## src/rtl/mm_decode_pkg.sv

```systemverilog
package mm_decode_pkg;

    localparam int unsigned REGION_N = 4;

    localparam int unsigned RG_ROM  = 0;
    localparam int unsigned RG_LRAM = 1;
    localparam int unsigned RG_IRAM = 2;
    localparam int unsigned RG_PIO  = 3;

    localparam int unsigned DEC_ADDR_W = 24;

    typedef struct packed {
        logic [REGION_N-1:0]   sel;
        logic [DEC_ADDR_W-1:0] ofs;
        logic                  err;
    } dec_t;

endpackage

```

## src/rtl/mm_window.sv

```systemverilog
module mm_window #(
    parameter int unsigned     ADDR_W = 24,
    parameter longint unsigned BASE   = 0,
    parameter longint unsigned LIMIT  = 64'h100000,
    parameter longint unsigned FOLD   = 64'h40000
) (
    input  logic [ADDR_W-1:0] addr,
    output logic              hit,
    output logic [ADDR_W-1:0] ofs
);
    localparam logic [ADDR_W:0]   BASE_V = (ADDR_W+1)'(BASE);
    localparam logic [ADDR_W:0]   LIM_V  = (ADDR_W+1)'(LIMIT);
    localparam logic [ADDR_W-1:0] MASK_V = ADDR_W'(FOLD - 1);

    logic [ADDR_W:0]   addr_x;
    logic [ADDR_W-1:0] rel;

    always_comb begin
        addr_x = {1'b0, addr};
        hit    = (addr_x >= BASE_V) && (addr_x < LIM_V);
        rel    = addr - BASE_V[ADDR_W-1:0];
        ofs    = rel & MASK_V;
    end
endmodule

```

## src/rtl/mm_onehot_mux.sv

```systemverilog
module mm_onehot_mux #(
    parameter int unsigned N = 4,
    parameter int unsigned W = 24
) (
    input  logic [N-1:0]        hot,
    input  logic [N-1:0][W-1:0] data,
    output logic [W-1:0]        out
);
    always_comb begin
        out = '0;
        for (int i = 0; i < N; i++) begin
            if (hot[i]) out = out | data[i];
        end
    end
endmodule

```

## src/rtl/mirror_map_decoder.sv

```systemverilog
module mirror_map_decoder
    import mm_decode_pkg::*;
#(
    parameter int unsigned     ADDR_W    = DEC_ADDR_W,
    parameter longint unsigned ROM_SPAN  = 64'h100000,
    parameter longint unsigned ROM_BYTES = 64'h40000,
    parameter longint unsigned LOW_END   = 64'h200000,
    parameter longint unsigned IRAM_BASE = 64'hFFE000,
    parameter longint unsigned PIO_BASE  = 64'hFFF000,
    parameter longint unsigned WIN_SPAN  = 64'h1000,
    parameter longint unsigned WIN_BYTES = 64'h400
) (
    input  logic                clk,
    input  logic                rst_n,
    input  logic                req,
    input  logic [ADDR_W-1:0]   addr,
    output logic [REGION_N-1:0] sel,
    output logic [ADDR_W-1:0]   ofs,
    output logic                err
);
    localparam longint unsigned FULL_FOLD = 64'd1 << ADDR_W;

    localparam longint unsigned W_BASE [REGION_N] =
        '{0, ROM_SPAN, IRAM_BASE, PIO_BASE};
    localparam longint unsigned W_LIM  [REGION_N] =
        '{ROM_SPAN, LOW_END, IRAM_BASE + WIN_SPAN, PIO_BASE + WIN_SPAN};
    localparam longint unsigned W_FOLD [REGION_N] =
        '{ROM_BYTES, FULL_FOLD, WIN_BYTES, WIN_BYTES};

    typedef struct packed {
        logic [REGION_N-1:0] sel;
        logic [ADDR_W-1:0]   ofs;
        logic                err;
    } state_t;

    logic [REGION_N-1:0]             hit;
    logic [REGION_N-1:0][ADDR_W-1:0] win_ofs;
    logic [ADDR_W-1:0]               mux_ofs;
    state_t                          st_d, st_q;

    for (genvar g = 0; g < REGION_N; g++) begin : g_win
        mm_window #(
            .ADDR_W (ADDR_W),
            .BASE   (W_BASE[g]),
            .LIMIT  (W_LIM[g]),
            .FOLD   (W_FOLD[g])
        ) u_win (
            .addr (addr),
            .hit  (hit[g]),
            .ofs  (win_ofs[g])
        );
    end

    mm_onehot_mux #(
        .N (REGION_N),
        .W (ADDR_W)
    ) u_mux (
        .hot  (hit),
        .data (win_ofs),
        .out  (mux_ofs)
    );

    always_comb begin
        st_d = '0;
        if (req) begin
            st_d.sel = hit;
            st_d.ofs = mux_ofs;
            st_d.err = (hit == '0);
        end
    end

    always_ff @(posedge clk) begin
        if (!rst_n) st_q <= '0;
        else        st_q <= st_d;
    end

    assign sel = st_q.sel;
    assign ofs = st_q.ofs;
    assign err = st_q.err;
endmodule

```

## config.mk

```make
export PLATFORM = sky130hd
export DESIGN_NAME = mirror_map_decoder
export DESIGN_NICKNAME = d
export VERILOG_FILES = /design/src/rtl/mm_decode_pkg.sv /design/src/rtl/mm_window.sv /design/src/rtl/mm_onehot_mux.sv /design/src/rtl/mirror_map_decoder.sv
export SDC_FILE = /design/constraint.sdc
export NUM_CORES = 1
export LEC_CHECK = 0
export ABC_AREA = 1
export BUFFER_PORTS_ARGS = -buffer_cell sky130_fd_sc_hd__buf_2
export CAP_MARGIN = 10
export CORE_MARGIN = 2
export CORE_UTILIZATION = 32
export DETAILED_ROUTE_END_ITERATION = 10
export SLEW_MARGIN = 20
export SYNTH_ARGS = -nofsm -noshare
export SYNTH_HDL_FRONTEND = slang
export SYNTH_SLANG_ARGS = --single-unit
```

## constraint.sdc

```tcl
create_clock -name clk -period 1.4 [get_ports clk]
set_input_delay 0.21 -clock clk [delete_from_list [all_inputs] [get_ports clk]]
set_output_delay 0.21 -clock clk [all_outputs]
set_load 0.03 [all_outputs]
```

==> flow_metrics.py <==
metrics = {
    "final_layout": {
        "diodes": 0,
        "fin_nets": 212,
        "synthToLayoutAreaGrowth_pct": 38.58,
        "drive_above_1_share_pct": 40.98,
    },
    "critical_path": {
        "cpPeakStageDelay_ns": 0.34,
        "cp_max_fo": 1,
        "crit_chain": "buf_2",
        "critical_path_class": "flip-flop to output port",
        "critPathTopFamily": "flip-flops",
        "worst-path-buf-inv": 1,
        "start_kind": "flip-flop",
        "crit_slowest_cell": "dfxtp_1",
        "endpoint_kind": "output port",
        "worst_ep_required_time_ns": 1.19,
        "arrival_ns": 0.87,
    },
    "die": {
        "core_um2": 3078,
        "die_y_um": 61.04,
        "dieArea_um2": 3725,
        "io_pins": 56,
        "die_width_um": 61.04,
        "fp-row-count": 20,
        "start_util_pct": 33.82,
    },
    "place": {
        "portBuffers": 55,
        "place_hpwl_um": 1923,
        "gp_congestion": 0.7876,
    },
    "timing": {
        "rsz0062_at_grt": "false",
        "tns_ns": 0,
        "timing_worst_slew_pin_value_ns": 0.3510,
        "relSlewSlack_pct": 76.55,
        "min_period_ns": 1.078,
        "period_share_pct": 77.01,
        "hold_viol_final": 0,
        "setup_viol": 0,
        "clock.fmax_ghz": 0.9276,
        "slew_viol_final": 0,
    },
    "cts": {
        "clkTransAtPathRegs_ns": 0.09,
        "cts_buffers": 5,
        "postCtsSetupRepairBufs": 0,
        "post_cts_resized": 0,
        "cts.sinks": 29,
        "clockBufferDepth": 2,
        "hold_buffers": 0,
        "cts_tree": "built",
        "root_buffer": "clkbuf_4",
        "cts-htree-levels": 2,
    },
    "yosys": {
        "synthMuxAreaShare_pct": 0,
        "synth-compound-area-share_pct": 6.370,
        "synth_xor_area_share_pct": 0.8413,
        "ys_warn_count": 0,
        "synthFlopType": "dfxtp_1",
        "yosysSeqAreaShare_pct": 55.77,
        "synth_edf_count": 0,
        "synth_top_family_by_area": "simple AND/OR/NAND/NOR gates",
        "async_flop_share_pct": 0,
        "synthCells": 120,
        "synth.distinct_cells": 19,
        "synth_top_area_cell": "dfxtp_1",
        "syn_area_per_cell_um2": 8.675,
        "synthAdderAreaFrac_pct": 3.606,
        "synth_top_area_share_pct": 55.77,
        "synthSimpleGateAreaFrac_pct": 27.40,
        "synth_nets": 150,
        "ys_seq_elements": 29,
        "netlist_area_um2": 1041,
        "synth_area_leaders": "dfxtp_1 (56%), nor2_1 (8.7%), nand2_1 (7.9%)",
    },
    "global_route": {
        "grt_pass1_wl_um": 3657,
        "grt_usage_pct": 14.01,
        "grt.overflow.total": 0,
        "grt_antenna_before_repair": 0,
        "grt_max_degree": 14,
        "grt_pass1_vias": 865,
    },
    "worst_hold_path": {
        "hold_path_class": "input port to flip-flop",
    },
    "pwr": {
        "ir_drop_uv": 588.6,
        "clkPwrFrac_pct": 36.5,
        "comb_power_share_pct": 10.1,
        "p_per_area_nw_per_um2": 1087,
        "p_sw_w": 0.0003829,
        "p_int_w": 0.001185,
        "power_frac_seq_pct": 53.4,
        "leakagePower_nw": 0.7477,
        "sw_frac_of_total_pct": 24.42,
        "power_w": 0.001568,
    },
    "route": {
        "post_drt_wl_per_cell_um": 10.58,
        "drtIter0Drc": 18,
        "num_vias": 970,
        "ant_nets": 0,
        "drt_first_pass_iters": 4,
        "wl_um": 2401,
        "drc": 0,
        "vias_per_cell": 4.273,
    },
    "job": {
        "cap_violations": 0,
    },
    "run_status": {
        "outcome": "finished clean",
    },
}
==> registers in the layout, summed over array words and instances, names as in the netlist <==
signal  count
err         1
ofs        24
sel         4
==> cells in the mapped netlist (all sizes together), types with 2 or more instances <==
cell type / instances
nor2: 24
inv: 11
nor3: 10
ha: 3
a21oi: 10
buf: 3
nand2: 24
nand3: 2
dfxtp: 29
==> final cells by class <==
class / count / area [um^2]
fillers: 325 / 1635
flip-flops and latches: 29 / 580.6
multi-input cells: 77 / 397.9
repair buffers: 58 / 297.8
clock buffers: 7 / 65.06
well taps: 44 / 55.05
inverters: 11 / 41.29
clock inverters: 1 / 5.005
==> power by group through the flow <==
stage               clock network [W]  registers [W]  logic [W]
CTS                          0.000585       0.000837   0.000161
global route                 0.000624       0.000838   0.000177
detailed placement                  0       0.000856   0.000160
finish                       0.000572       0.000837   0.000159
floorplan                           0       0.000878  0.0000617
global placement                    0       0.000856   0.000159
==> placed cells by master, fill, tap and decap left out <==
cell type | netlist | routed
nor2_1 | 24 | 24
nand3_1 | 1 | 1
nand2_2 | 2 | 2
nand3_2 | 1 | 1
nor3_4 | 1 | 1
nor3_1 | 8 | 8
clkinv_2 | 0 | 1
xnor2_1 | 1 | 1
inv_1 | 11 | 11
dfxtp_1 | 29 | 29
nand4_2 | 1 | 1
a21oi_2 | 2 | 2
buf_4 | 0 | 3
or2_0 | 1 | 1
o21ai_2 | 1 | 1
clkbuf_8 | 0 | 2
nor3_2 | 1 | 1
ha_1 | 3 | 3
buf_2 | 2 | 55
clkbuf_4 | 0 | 5
a21oi_1 | 8 | 8
nand2_1 | 22 | 22
==> through the flow <==
step	hold slack [ns]	instance area [um^2]	std cells	util (%)	setup slack, ns
floorplan	0.2824	1041	120	-	0.1823
global placement	0.4171	1373	219	44.59	0.1903
detailed placement	0.4210	1373	219	44.59	0.1551
CTS	0.06741	1443	227	46.87	0.3183
global route	0.08566	1443	227	46.87	0.2925
finish	0.07302	1443	227	46.87	0.3219
==> kinds of logic (layout without fill, tap and decap cells) <==
group	count (synthesis)	count (layout)
simple gates	62	62
flops	29	29
buf+inv	14	77
compound gates	11	11
fa+ha+maj	3	3
xor+xnor	1	1
==> per-layer routing <==
layer	GRT usage [%]	part of all wire, %	vias up
met4	6.522	1.8	0
met2	22.19	47	40
li1	-	-	502
met5	0	0	-
met1	16.08	42	421
met3	6.513	8.9	7
==> worst paths after layout <==
path | from | end | slack [ns] | cells after the start
hold / removal | addr[12] | sel[2]$_SDFF_PN0_ | 0.07 | 2
setup / recovery | ofs[17]$_SDFF_PN0_ | ofs[17] | 0.32 | 1
No activity file was read; power rests on OpenSTA's default activity.
